**src/rtl/pmc_pkg.sv**
```systemverilog
package pmc_pkg;
  localparam int unsigned CNT_W    = 32;
  localparam int unsigned NUM_CNT  = 4;
  localparam int unsigned EVT_W    = 64;
  localparam int unsigned CODE_W   = 8;
  localparam int unsigned ADDR_W   = 4;
  localparam int unsigned IDX_W    = $clog2(NUM_CNT);
  localparam int unsigned CFG_BASE = NUM_CNT;
  localparam int unsigned CTRL_ADR = 2 * NUM_CNT;

  typedef struct packed {
    logic              en;
    logic [CODE_W-1:0] code;
  } cnt_cfg_t;
endpackage

```
**src/rtl/pmc_evt_sel.sv**
```systemverilog
module pmc_evt_sel #(
  parameter int unsigned EVT_W  = 64,
  parameter int unsigned CODE_W = 8
) (
  input  logic [EVT_W-1:0]  evt,
  input  logic [CODE_W-1:0] code,
  output logic              hit
);
  localparam int unsigned SEL_W = $clog2(EVT_W);

  logic in_range;

  always_comb begin
    in_range = (32'(code) < EVT_W);
    hit      = in_range ? evt[code[SEL_W-1:0]] : 1'b0;
  end
endmodule

```
**src/rtl/pmc_counter.sv**
```systemverilog
module pmc_counter #(
  parameter int unsigned CNT_W = 32
) (
  input  logic             clk,
  input  logic             rst_n,
  input  logic             clr,
  input  logic             load,
  input  logic [CNT_W-1:0] load_val,
  input  logic             en,
  input  logic             freeze,
  input  logic             inc,
  output logic [CNT_W-1:0] cnt
);
  logic [CNT_W-1:0] cnt_q, cnt_d;
  logic             cnt_ce;

  always_comb begin
    cnt_d  = cnt_q;
    cnt_ce = 1'b0;
    if (clr) begin
      cnt_d  = '0;
      cnt_ce = 1'b1;
    end else if (!freeze && load) begin
      cnt_d  = load_val;
      cnt_ce = 1'b1;
    end else if (!freeze && en && inc) begin
      cnt_d  = cnt_q + 1'b1;
      cnt_ce = 1'b1;
    end
  end

  always_ff @(posedge clk or negedge rst_n) begin
    if (!rst_n)      cnt_q <= '0;
    else if (cnt_ce) cnt_q <= cnt_d;
  end

  assign cnt = cnt_q;

  a_r8_clear_zero: assert property (@(posedge clk) disable iff (!rst_n)
    clr |=> (cnt_q == '0));
  a_r3_disabled_hold: assert property (@(posedge clk) disable iff (!rst_n)
    (!en && !clr && !load) |=> $stable(cnt_q));
  a_r6_frozen: assert property (@(posedge clk) disable iff (!rst_n)
    (freeze && !clr) |=> $stable(cnt_q));
endmodule

```
**src/rtl/pmc_bank.sv**
```systemverilog
module pmc_bank
  import pmc_pkg::*;
(
  input  logic              clk,
  input  logic              rst_n,
  input  logic [EVT_W-1:0]  perf_evt,
  input  logic              wr_en,
  input  logic [ADDR_W-1:0] wr_addr,
  input  logic [CNT_W-1:0]  wr_data,
  input  logic [ADDR_W-1:0] rd_addr,
  output logic [CNT_W-1:0]  rd_data,
  output logic              irq
);
  cnt_cfg_t         cfg_q [NUM_CNT];
  cnt_cfg_t         cfg_d [NUM_CNT];
  logic             cfg_ce [NUM_CNT];
  logic [CNT_W-1:0] cnt   [NUM_CNT];
  logic [NUM_CNT-1:0] inc, ld;
  logic             lock_q, lock_d, clr, tmr_max;

  always_comb begin
    clr     = wr_en && (32'(wr_addr) == CTRL_ADR) && wr_data[0];
    tmr_max = &cnt[0];
    lock_d  = clr ? 1'b0 : (lock_q | (cfg_q[0].en & tmr_max));
    for (int i = 0; i < NUM_CNT; i++) begin
      ld[i]     = wr_en && (32'(wr_addr) == i);
      cfg_ce[i] = wr_en && (32'(wr_addr) == CFG_BASE + i);
      cfg_d[i]  = wr_data[CODE_W:0];
    end
  end

  always_ff @(posedge clk or negedge rst_n) begin
    if (!rst_n) lock_q <= 1'b0;
    else        lock_q <= lock_d;
  end

  always_ff @(posedge clk or negedge rst_n) begin
    if (!rst_n) begin
      for (int i = 0; i < NUM_CNT; i++) cfg_q[i] <= '0;
    end else begin
      for (int i = 0; i < NUM_CNT; i++)
        if (cfg_ce[i]) cfg_q[i] <= cfg_d[i];
    end
  end

  assign inc[0] = ~tmr_max;

  genvar g;
  generate
    for (g = 1; g < NUM_CNT; g++) begin : g_sel
      pmc_evt_sel #(.EVT_W(EVT_W), .CODE_W(CODE_W)) u_sel (
        .evt  (perf_evt),
        .code (cfg_q[g].code),
        .hit  (inc[g])
      );

      a_r5_bad_code_idle: assert property (@(posedge clk) disable iff (!rst_n)
        ((32'(cfg_q[g].code) >= EVT_W) && !ld[g] && !clr) |=> $stable(cnt[g]));
    end

    for (g = 0; g < NUM_CNT; g++) begin : g_cnt
      pmc_counter #(.CNT_W(CNT_W)) u_cnt (
        .clk      (clk),
        .rst_n    (rst_n),
        .clr      (clr),
        .load     (ld[g]),
        .load_val (wr_data),
        .en       (cfg_q[g].en),
        .freeze   (lock_q),
        .inc      (inc[g]),
        .cnt      (cnt[g])
      );
    end
  endgenerate

  always_comb begin
    rd_data = '0;
    if (32'(rd_addr) < NUM_CNT)
      rd_data = cnt[rd_addr[IDX_W-1:0]];
    else if (32'(rd_addr) < CTRL_ADR)
      rd_data[CODE_W:0] = cfg_q[rd_addr[IDX_W-1:0]];
    else if (32'(rd_addr) == CTRL_ADR)
      rd_data[0] = lock_q;
  end

  assign irq = lock_q;

  a_r6_lock_sets: assert property (@(posedge clk) disable iff (!rst_n)
    (cfg_q[0].en && tmr_max && !clr) |=> irq);
  a_r6_lock_holds: assert property (@(posedge clk) disable iff (!rst_n)
    (lock_q && !clr) |=> lock_q);
  a_r7_only_timer_irq: assert property (@(posedge clk) disable iff (!rst_n)
    $rose(lock_q) |-> $past(&cnt[0]));
  a_r4_timer_step: assert property (@(posedge clk) disable iff (!rst_n)
    (cfg_q[0].en && !lock_q && !clr && !ld[0] && !tmr_max)
      |=> (cnt[0] == $past(cnt[0]) + 1'b1));
endmodule

```
**config.mk**
```make
export PLATFORM = sky130hd
export DESIGN_NAME = pmc_bank
export DESIGN_NICKNAME = d
export VERILOG_FILES = /design/src/rtl/pmc_pkg.sv /design/src/rtl/pmc_evt_sel.sv /design/src/rtl/pmc_counter.sv /design/src/rtl/pmc_bank.sv
export SDC_FILE = /design/constraint.sdc
export NUM_CORES = 1
export LEC_CHECK = 0
export ABC_AREA = 1
export BUFFER_PORTS_ARGS = -buffer_cell sky130_fd_sc_hd__buf_2
export CORE_MARGIN = 2
export CORE_UTILIZATION = 45
export CTS_BUF_LIST = sky130_fd_sc_hd__clkbuf_16
export CTS_CLUSTER_SIZE = 8
export DETAILED_ROUTE_END_ITERATION = 16
export SYNTH_ARGS = -nofsm -noshare
export SYNTH_HDL_FRONTEND = slang
export SYNTH_HIERARCHICAL = 1
export SYNTH_SLANG_ARGS = --single-unit
```
**constraint.sdc**
```tcl
create_clock -name clk -period 2.8 [get_ports clk]
set_input_delay 0.56 -clock clk [delete_from_list [all_inputs] [get_ports clk]]
set_output_delay 0.56 -clock clk [all_outputs]
set_load 0.02 [all_outputs]
```
==> results by group, run 1 <==
Outcome
  • Outcome: completed

Clock network
  • TritonCTS sink count: 165
  • Post_cts resized: 0
  • Max H-tree Level: 4
  • Maximum root-to-sink buffer count: 2
  • Clock transition time at the flip-flop clock pins of the worst setup and hold paths: 0.07 ns
  • Post-cts hold buffer count: 0
  • CTS tree: yes
  • Buffers inserted during post-CTS setup optimization: 0
  • Clock Latency Late Sink: roughly 0.47 ns
  • Root Buffer Master: clkbuf_16
  • Number of buffers created by CTS: 17

Global route
  • Maximum number of pins on one net before global-route repair: 68
  • Busiest layer in global routing: met2
  • Global-route wire length before repair: ~96000 um
  • Initial antenna violation count: 3
  • Total Routing Usage GR: 0.353
  • GR Layer Usage met3: 0.0678
  • Via count of the first global-routing pass: about 16000
  • GRT Residual Overflow: 0
  • Routing usage on met2: 0.536
  • Global routing usage on met1: 0.490

Timing
  • Final critical delay including setup and external delays: between 2 and 3 ns
  • Setup repair after global routing missed its margin: no
  • Summed negative setup slack over all endpoints: 0 ns
  • Worst max-slew margin expressed relative to the limit: 0.417
  • Maximum frequency from static timing analysis: approximately 390 MHz
  • Fin crit share: 0.925
  • Final-report hold violation count: 0
  • Transition time at the pin with the least slew margin: just under 0.9 ns
  • Worst Hold Margin: approximately 0.050 ns
  • Worst clock skew: 0.0171 ns
  • # setup viols final: 0
  • Worst path setup slack after routing: approximately 0.21 ns
  • Count of pins over their slew limit: 0

Place
  • Worst setup slack after placement: approximately 0.25 ns
  • Detail Placement HPWL: about 46000 um
  • Weighted congestion at the end of routability-driven global placement: between 0.9 and 1
  • Number of cells after detailed placement: roughly 3200
  • I/O Buffers: 139

Finish
  • Area delta synth->final: 10.4%
  • Ratio of cells with drive above 1 in the final layout: 0.118
  • Number of standard cells in the final layout excluding fillers: about 3200
  • Net count, final: between 2000 and 3000
  • Filler Cells Inserted: approximately 3600

Routing
  • Number of vias per cell after detailed routing: 5.53
  • Total vias in the final route: ~18000
  • Iteration-0 DRC count of the detailed router: a little over 2000
  • ANT nets after route: 0
  • DRC violation count after routing: 0
  • Detailed-routing iteration count for the pre-antenna-repair pass: 6
  • Routed wire length per instance: approximately 20 um
  • Wire length reported by the detailed router: ~63000 um

Synth
  • Most used standard cells in the synthesized netlist: nand2_1, nor2_1, nand3_1, inv_1, dfrtp_1
  • Leading area contributor after synthesis: dfrtp_1
  • Number of enable flip-flop cells after synthesis: 0
  • Mapped Cells: about 2600
  • Top-count cell post-synth: nand2_1
  • Sequential area share after synthesis: 0.269
  • Post-synthesis async set-or-reset flop share: 1.00
  • Number of synthesized register bits: between 150 and 200
  • Leading register cell type out of synthesis: dfrtp_1
  • Unique cell type count in the Yosys netlist: 36
  • Largest cells by area after synthesis: dfrtp_1, nand2_1, nor2_1, nand3_1, o21ai_0
  • Syn Nets: 2755
  • Syn_area_per_cell: approximately 5.8 um^2
  • Post-synthesis instance area: ~0.015 mm^2
  • Yosys warning total: 6
  • Post-synth top area share: 0.269

Die
  • Std-Cell Rows: 67
  • Starting Density: 0.458
  • Die area: ~0.036 mm^2
  • Core Footprint: roughly 0.034 mm^2
  • Top-level port count: 140
  • Die X: roughly 190 um
  • Chip height: 189 um

Flow run
  • Number of max-cap violations: 0

Setup path
  • Worst Setup Path Type: in -> out
  • Worst EP required: 2.24 ns
  • Arrival time at the worst endpoint: between 2 and 2.5 ns
  • Setup crit end kind: output port
  • Critical Path Start Type: input port
  • Crit path max fanout: 34

Power
  • Maximum VDD drop: about 0.52 mV
  • Lkg Pwr: between 8 and 9 nW
  • Pwr Density: 653 mW/mm^2

Hold path
  • Kind of path behind the tightest hold check: in -> async
[worst paths after layout]
kind | start | end | slack (ns) | cells after the start
max | rd_addr[0] | rd_data[17] | 0.21 | 7
min | rst_n | cfg_q[19] | 0.05 | 1
max reg2reg | cfg_q[19] | g_cnt[1].u_cnt/cnt[8] | 0.28 | 15
min reg2reg | cfg_q[34] | cfg_q[34] | 0.49 | 2
max in group asynchronous | rst_n | g_cnt[2].u_cnt/cnt[24] | 1.97 | 2
min in group clk | cfg_q[34] | cfg_q[34] | 0.49 | 2
[layer usage]
layer / vias to the layer above / wire, um
met4: 2 / 2670
met3: 138 / 6070
met2: 848 / 26700
met5: - / 13
met1: 8259 / 27100
li1: 8525 / -
[through the flow]
step | cell area (um^2) | power (mW) | util
6_report | 17000 | 11.1 | 0.506
5_1_grt | 17000 | 11.8 | 0.506
4_1_cts | 17000 | 11.0 | 0.506
3_5_place_dp | 16400 | 8.65 | 0.489
3_3_place_gp | 16400 | 8.57 | 0.489
2_1_floorplan | 15400 | 6.94 | -
[cells by family (layout without fill, tap and decap cells)]
kind of cell    after synthesis  in the layout  share of synthesized area
compound gates              261            261                     0.0868
xor+xnor                     40             40                     0.0228
fa+ha+maj                     4              4                    0.00326
mux                           5              5                    0.00334
flops                       165            165                      0.269
other cells                   0              2                          0
simple gates               1854           1854                      0.515
buf+inv                     315            434                     0.0999
[layout by cell type, fill, tap and decap left out, types with 4 or more instances in the layout]
cell         n
buf_4       51
o21ai_0    159
a21oi_1     48
nor2_4      37
nand3_1    318
ha_1         4
inv_2        6
buf_12       8
nand2_1    930
nor2_1     502
nor2_2       8
nand3b_1    13
o21ai_1     40
nand2_2     20
clkinv_4     7
nand2_4      9
inv_6        7
xnor2_1     12
xor2_1      28
inv_1      196
clkbuf_16   17
o22ai_1      9
mux2i_1      4
or2_2        4
and2_1       4
dfrtp_1    165
buf_2      138
[critical path: stages]
cell and delay [ns]:
buf_2 0.16, buf_4 0.38, nor2_1 0.10, nor2_1 0.17, o21ai_1 0.12, a21oi_1 0.29, buf_2 0.23
[cell type report]
cell class | count | area (um^2) | share of cell area
sequential | 165 | 4130 | 0.243
clock inverter | 15 | 118 | 0.00694
timing repair buffer | 198 | 1240 | 0.0734
multi-input combinational | 2164 | 9690 | 0.572
tap | 448 | 561 | 0.0331
inverter | 204 | 781 | 0.0460
clock buffer | 17 | 425 | 0.0251
antenna | 2 | 5.00 | 0.000295
[registers in the layout (all words and copies together), names as in the netlist]
signal	flops
irq	1
cfg_q	36
g_cnt.u_cnt/cnt	128
[where the power goes]
group | internal (mW) | switching (mW) | total [mW]
clock network | 1.15 | 1.19 | 2.35
registers | 3.09 | 1.11 | 4.20
logic | 1.57 | 2.96 | 4.53
Note: power is estimated with default switching activity, not from simulation.
==> run 2: changes to the inputs <==
- PLACE_DENSITY: not set -> 0.63
- SKIP_CTS_REPAIR_TIMING: not set -> 1
==> results by group, run 2 (synthesized netlist as in run 1, its figures left out) <==
Outcome
  • Outcome: completed (unchanged)

Timing
  • Worst max-slew margin expressed relative to the limit: 0.401 (was 0.417)
  • Fin crit share: 0.925 (about the same)
  • Setup repair after global routing missed its margin: no (unchanged)
  • Final-report hold violation count: 0 (unchanged)
  • Final critical delay including setup and external delays: 2.59 ns (about the same)
  • # setup viols final: 0 (unchanged)
  • Count of pins over their slew limit: 0 (unchanged)
  • Maximum frequency from static timing analysis: 386 MHz (about the same)
  • Summed negative setup slack over all endpoints: 0 ns (unchanged)
  • Worst clock skew: 0.0172 ns (was 0.0171 ns)
  • Transition time at the pin with the least slew margin: 0.898 ns (was 0.874 ns)

Clock network
  • TritonCTS sink count: 165 (unchanged)
  • Maximum root-to-sink buffer count: 2 (unchanged)
  • Max H-tree Level: 4 (unchanged)
  • Root Buffer Master: clkbuf_16 (unchanged)
  • Clock Latency Late Sink: 0.46 ns (was 0.47 ns)
  • Clock transition time at the flip-flop clock pins of the worst setup and hold paths: 0.07 ns (about the same)
  • Number of buffers created by CTS: 17 (unchanged)
  • CTS tree: yes (unchanged)

Hold path
  • Kind of path behind the tightest hold check: reg -> reg (was in -> async)
  • Worst Hold Depth: 2
  • Worst hold endpoint: cfg_q[31]
  • Startpoint of the lowest-slack hold path: cfg_q[31]

Place
  • I/O Buffers: 139 (unchanged)
  • Cell area reported after detailed placement: 0.0164 mm^2 (about the same)
  • Weighted congestion at the end of routability-driven global placement: 0.974 (was 0.935)
  • Detail Placement HPWL: 44800 um (was 46400 um)

Routing
  • Wire length reported by the detailed router: 60400 um (was 62500 um)
  • Total vias in the final route: 17740 (was 17772)
  • Iteration-0 DRC count of the detailed router: 2076 (was 2034)
  • DRC violation count after routing: 0 (unchanged)
  • Routed wire length per instance: 18.9 um (was 19.5 um)
  • ANT nets after route: 0 (unchanged)
  • Detailed-routing iteration count for the pre-antenna-repair pass: 5 (was 6)
  • Number of vias per cell after detailed routing: 5.54 (was 5.53)

Global route
  • Global-route wire length before repair: 92500 um (was 95900 um)
  • Total Routing Usage GR: 0.338 (was 0.353)
  • GRT Residual Overflow: 0 (unchanged)
  • Maximum number of pins on one net before global-route repair: 74 (was 68)
  • Via count of the first global-routing pass: 16161 (was 16221)
  • Initial antenna violation count: 2 (was 3)

Finish
  • Area delta synth->final: 11.1% (was 10.4%)
  • Area of the multi-input gates: 0.00969 mm^2 (unchanged)
  • Highest-count cells in the layout ignoring fill and taps: nand2_1, nor2_1, nand3_1, inv_1, dfrtp_1 (unchanged)
  • Commonest non-fill, non-tap cell in the layout: nand2_1 (unchanged)
  • Net count, final: 2852 (was 2861)
  • Ratio of cells with drive above 1 in the final layout: 0.113 (was 0.118)
  • Number of flip-flops under the largest register name: 128 (unchanged)
  • Area of all placed cells without fillers: 0.0171 mm^2 (was 0.0170 mm^2)
  • Register Area: 0.00413 mm^2 (about the same)
  • Filler Cells Inserted: 3560 (was 3642)

Setup path
  • Worst Setup Path Type: in -> out (unchanged)
  • R2R setup slack: 0.25 ns (was 0.28 ns)
  • Most frequent cell on the critical path: buf_2
  • Worst EP required: 2.24 ns (about the same)
  • Reg2reg end: g_cnt[3].u_cnt/cnt[3] (was g_cnt[1].u_cnt/cnt[8])
  • Critical Path Start Type: input port (unchanged)
  • Maximum single-stage delay on the critical path: 0.32 ns (was 0.38 ns)
  • Arrival time at the worst endpoint: 2.03 ns (about the same)
  • Worst path slowest cell: buf_4 (unchanged)
  • Setup crit end kind: output port (unchanged)
  • Number of cells on the worst reg-to-reg path: 16 (was 15)
  • Crit path max fanout: 19 (was 34)
  • Launch instance of the worst register-to-register path: cfg_q[0] (was cfg_q[19])
  • List of cells traversed by the critical path: buf_2 > inv_2 > buf_4 > o21ai_0 > o22ai_1 > nand3_1 > nand2_1 > buf_2 (was buf_2 > buf_4 > nor2_1 > nor2_1 > o21ai_1 > a21oi_1 > buf_2)

Power
  • Maximum VDD drop: 0.524 mV (was 0.521 mV)
  • Lkg Pwr: 8.54 nW (was 8.50 nW)
  • Pwr Density: 658 mW/mm^2 (was 653 mW/mm^2)

Die
  • Die area: 0.0356 mm^2 (unchanged)
  • Starting Density: 0.458 (unchanged)
  • Top-level port count: 140 (unchanged)
  • Chip height: 189 um (unchanged)
  • Core Footprint: 0.0335 mm^2 (unchanged)
  • Die X: 189 um (unchanged)
  • Std-Cell Rows: 67 (unchanged)

Flow run
  • Number of max-cap violations: 0 (unchanged)
run 2: cell types whose count changed in the layout (fill, tap and decap cells not counted), moves of 2 or more:
| cell | previous run | this run |
|---|---|---|
| buf_4 | 51 | 33 |
| clkinv_2 | 2 | 4 |
| buf_12 | 8 | 15 |
| inv_6 | 7 | 0 |
| clkinv_4 | 7 | 4 |
| bufinv_16 | 0 | 5 |
| clkinv_1 | 0 | 2 |
run 2: worst max-delay path, delay by kind of cell:
family,cells,cell delay (ns)
compound gates,2,0.40
buf+inv,4,0.87
simple gates,2,0.20
run 2: worst max path at each step:
stage	startpoint	end	cells after the start
after detailed placement	cfg_q[18]	g_cnt[1].u_cnt/cnt[10]	16
after CTS	cfg_q[18]	g_cnt[1].u_cnt/cnt[19]	16
final	rd_addr[1]	rd_data[7]	8
after global routing	cfg_q[0]	g_cnt[3].u_cnt/cnt[3]	16
after global placement	rd_addr[1]	rd_data[7]	8
after floorplan	rd_addr[1]	rd_data[16]	5
run 2: cell type report:
| cell class | instances | share of cell area |
|---|---|---|
| multi-input combinational | 2164 | 0.568 |
| sequential | 165 | 0.242 |
| tap | 448 | 0.0329 |
| clock buffer | 17 | 0.0249 |
| timing repair buffer | 189 | 0.0745 |
| antenna | 2 | 0.000293 |
| clock inverter | 13 | 0.0111 |
| inverter | 204 | 0.0458 |
run 2: layer usage:
layer | global-route usage | vias to the layer above | part of all wire
met1 | 0.466 | 8289 | 0.44
li1 | - | 8513 | -
met4 | 0.149 | 0 | 0.043
met2 | 0.519 | 804 | 0.44
met3 | 0.0577 | 134 | 0.087
met5 | 0 | - | 0
run 2: power by group:
| part | switching, mW | internal [mW] | leakage (nW) | total (mW) |
|---|---|---|---|---|
| Combinational | 2.78 | 1.52 | 6.08 | 4.30 |
| Sequential | 1.19 | 3.09 | 2.15 | 4.28 |
| Clock | 1.08 | 1.56 | 0.308 | 2.64 |
run 2: stage by stage:
| stage | power (mW) | worst slack, ns | hold slack (ns) | utilization | instances |
|---|---|---|---|---|---|
| 2_1_floorplan | 6.94 | 0.815 | 0.264 | - | 2644 |
| 3_3_place_gp | 8.42 | 0.228 | 0.460 | 0.490 | 3169 |
| 3_5_place_dp | 8.52 | 0.197 | 0.464 | 0.490 | 3169 |
| 4_1_cts | 11.2 | 0.192 | -0.0148 | 0.508 | 3199 |
| 5_1_grt | 12.0 | 0.00113 | 0.503 | 0.509 | 3202 |
| 6_report | 11.2 | 0.210 | 0.484 | 0.509 | 3202 |
==> run 3: changes to the inputs <==
- REMOVE_ABC_BUFFERS: not set -> 1
- SYNTH_HIERARCHICAL: 1 -> not set
==> results by group, run 3 <==
Outcome
  • Outcome: completed (unchanged)

Synth
  • Sequential area share after synthesis: 0.285 (was 0.269)
  • Mapped Cells: 2354 (was 2644)
  • Unique cell type count in the Yosys netlist: 54 (was 36)
  • Top-count cell post-synth: nand2_1 (unchanged)
  • Yosys warning total: 0 (was 6)
  • Number of enable flip-flop cells after synthesis: 0 (unchanged)
  • Post-synthesis async set-or-reset flop share: 1.00 (unchanged)
  • Number of synthesized register bits: 165 (unchanged)
  • Syn_area_per_cell: 6.16 um^2 (was 5.81 um^2)
  • Post-synthesis instance area: 0.0145 mm^2 (was 0.0154 mm^2)
  • Leading register cell type out of synthesis: dfrtp_1 (unchanged)
  • Most used standard cells in the synthesized netlist: nand2_1, nand3_1, o21ai_0, nor2_1, dfrtp_1 (was nand2_1, nor2_1, nand3_1, inv_1, dfrtp_1)
  • Leading area contributor after synthesis: dfrtp_1 (unchanged)
  • Largest cells by area after synthesis: dfrtp_1, nand2_1, nand3_1, o21ai_0, a21oi_1 (was dfrtp_1, nand2_1, nor2_1, nand3_1, o21ai_0)
  • Post-synth top area share: 0.285 (was 0.269)

Die
  • Starting Density: 0.458 (about the same)
  • Std-Cell Rows: 65 (was 67)
  • Chip height: 183 um (was 189 um)
  • Die X: 183 um (was 189 um)
  • Die area: 0.0337 mm^2 (was 0.0356 mm^2)
  • Core Footprint: 0.0316 mm^2 (was 0.0335 mm^2)
  • Top-level port count: 140 (unchanged)

Power
  • Power after layout: 10.8 mW (was 11.2 mW)
  • Pwr Density: 666 mW/mm^2 (was 658 mW/mm^2)
  • Lkg Pwr: 7.83 nW (was 8.54 nW)
  • Maximum VDD drop: 0.523 mV (was 0.524 mV)

Routing
  • Iteration-0 DRC count of the detailed router: 2129 (was 2076)
  • Number of vias per cell after detailed routing: 5.97 (was 5.54)
  • Total vias in the final route: 17104 (was 17740)
  • ANT nets after route: 0 (unchanged)
  • Routed wire length per instance: 22.7 um (was 18.9 um)
  • Detailed-routing iteration count for the pre-antenna-repair pass: 8 (was 5)
  • DRC violation count after routing: 0 (unchanged)
  • Wire length reported by the detailed router: 65100 um (was 60400 um)

Timing
  • Worst clock skew: 0.0211 ns (was 0.0172 ns)
  • Maximum frequency from static timing analysis: 365 MHz (was 386 MHz)
  • Transition time at the pin with the least slew margin: 0.637 ns (was 0.898 ns)
  • Count of pins over their slew limit: 0 (unchanged)
  • Worst max-slew margin expressed relative to the limit: 0.571 (was 0.401)
  • # setup viols final: 0 (unchanged)
  • Fin crit share: 0.978 (was 0.925)
  • Final-report hold violation count: 0 (unchanged)
  • Final critical delay including setup and external delays: 2.74 ns (was 2.59 ns)
  • Setup repair after global routing missed its margin: no (unchanged)

Clock network
  • Maximum root-to-sink buffer count: 2 (unchanged)
  • Clock Latency Late Sink: 0.47 ns (was 0.46 ns)
  • TritonCTS sink count: 165 (unchanged)
  • Max H-tree Level: 4 (unchanged)
  • Clock transition time at the flip-flop clock pins of the worst setup and hold paths: 0.08 ns (was 0.07 ns)
  • Root Buffer Master: clkbuf_16 (unchanged)
  • CTS tree: yes (unchanged)
  • Number of buffers created by CTS: 17 (unchanged)

Setup path
  • Worst EP required: 2.24 ns (about the same)
  • Critical Path Start Type: register (was input port)
  • Worst Setup Path Type: reg -> out (was in -> out)
  • Number of cells on the worst reg-to-reg path: 8 (was 16)
  • R2R setup slack: 0.39 ns (was 0.25 ns)
  • Setup crit end kind: output port (unchanged)
  • Reg2reg end: g_cnt[0].u_cnt.cnt[9] (was g_cnt[3].u_cnt/cnt[3])
  • Crit path max fanout: 4 (was 19)
  • Arrival time at the worst endpoint: 2.18 ns (was 2.03 ns)
  • Launch instance of the worst register-to-register path: irq (was cfg_q[0])

Place
  • Cell area reported after detailed placement: 0.0156 mm^2 (was 0.0164 mm^2)
  • I/O Buffers: 139 (unchanged)
  • Detail Placement HPWL: 49200 um (was 44800 um)
  • Weighted congestion at the end of routability-driven global placement: 1.04 (was 0.974)

Global route
  • Total Routing Usage GR: 0.388 (was 0.338)
  • Via count of the first global-routing pass: 15947 (was 16161)
  • Global-route wire length before repair: 98400 um (was 92500 um)
  • Routing usage on met2: 0.575 (was 0.519)
  • Maximum number of pins on one net before global-route repair: 67 (was 74)
  • Busiest layer in global routing: met2 (unchanged)
  • GRT Residual Overflow: 0 (unchanged)
  • Global routing usage on met1: 0.528 (was 0.466)
  • GR Layer Usage met3: 0.0923 (was 0.0577)
  • Initial antenna violation count: 1 (was 2)

Finish
  • Highest-count cells in the layout ignoring fill and taps: nand2_1, nand3_1, o21ai_0, nor2_1, dfrtp_1 (was nand2_1, nor2_1, nand3_1, inv_1, dfrtp_1)
  • Number of flip-flops under the largest register name: 128 (unchanged)
  • Area of all placed cells without fillers: 0.0163 mm^2 (was 0.0171 mm^2)
  • Filler Cells Inserted: 3324 (was 3560)
  • Commonest non-fill, non-tap cell in the layout: nand2_1 (unchanged)
  • Net count, final: 2559 (was 2852)
  • Area of the multi-input gates: 0.00897 mm^2 (was 0.00969 mm^2)
  • Register Area: 0.00413 mm^2 (about the same)
  • Area delta synth->final: 12.3% (was 11.1%)
  • Ratio of cells with drive above 1 in the final layout: 0.121 (was 0.113)

Flow run
  • Number of max-cap violations: 0 (unchanged)

Hold path
  • Kind of path behind the tightest hold check: in -> async (was reg -> reg)
## run 3: power breakdown
group	leakage [nW]	switching (mW)	internal [mW]	total (mW)
sequential	2.15	0.952	3.00	3.95
combinational	5.38	2.73	1.46	4.19
clock	0.310	1.12	1.58	2.69
total	7.83	4.80	6.04	10.8
## run 3: how the worst max path moves through the flow
| stage | slack, ns | cells past startpoint | from | end |
|---|---|---|---|---|
| 2_1_floorplan | -1.13 | 8 | wr_addr[0] | g_cnt[3].u_cnt.cnt[0] |
| 3_3_place_gp | 0.23 | 7 | rd_addr[0] | rd_data[7] |
| 3_5_place_dp | 0.26 | 7 | rd_addr[0] | rd_data[7] |
| 4_1_cts | 0.23 | 5 | g_cnt[2].u_cnt.cnt[13] | rd_data[13] |
| 5_1_grt | 0.08 | 5 | g_cnt[2].u_cnt.cnt[13] | rd_data[13] |
| 6_report | 0.06 | 5 | g_cnt[2].u_cnt.cnt[13] | rd_data[13] |
## run 3: through the flow
| stage | hold WS (ns) | cells | TNS (ns) | setup slack (ns) | util |
|---|---|---|---|---|---|
| detailed placement | 0.496 | 2831 | 0 | 0.257 | 0.494 |
| finish | 0.0998 | 2864 | 0 | 0.0602 | 0.514 |
| global placement | 0.488 | 2831 | 0 | 0.225 | 0.494 |
| floorplan | 0.264 | 2217 | -99.05 | -1.13 | - |
| CTS | 0.116 | 2862 | 0 | 0.229 | 0.514 |
| global route | 0.139 | 2862 | 0 | 0.0774 | 0.514 |
## run 3: layout make-up
cell class                      count  share of cell area
Timing Repair Buffer              212              0.0830
Clock buffer                       17              0.0261
Antenna cell                        2            0.000308
Multi-Input combinational cell   1873               0.551
Sequential cell                   165               0.254
Inverter                          179              0.0419
Clock inverter                     14              0.0130
Tap cell                          402              0.0309
## run 3: cell families (layout without fill, tap and decap cells)
| logic type | Yosys count | count (layout) | share of synthesized area |
|---|---|---|---|
| and+or+nand+nor | 1354 | 1354 | 0.400 |
| AOI/OAI and AO/OA | 430 | 430 | 0.162 |
| xor gates and xnor gates | 74 | 74 | 0.0447 |
| other | 0 | 2 | 0 |
| muxes | 11 | 11 | 0.00829 |
| buffers and inverters | 316 | 422 | 0.0966 |
| DFF | 165 | 165 | 0.285 |
| adders and majority gates | 4 | 4 | 0.00345 |
## run 3: metal layers
metal,up-vias,routed length [um],part of all wire
li1,7992,-,-
met1,7963,27000,0.41
met2,978,27400,0.42
met3,171,7080,0.11
met4,0,3630,0.056
met5,-,0,0
## run 3: critical path: stages, from the launching register on
cell     delay [ns]
dfrtp_1        0.43
inv_1          0.13
a21oi_1        0.38
o21ai_0        0.21
a21oi_1        0.33
buf_2          0.24
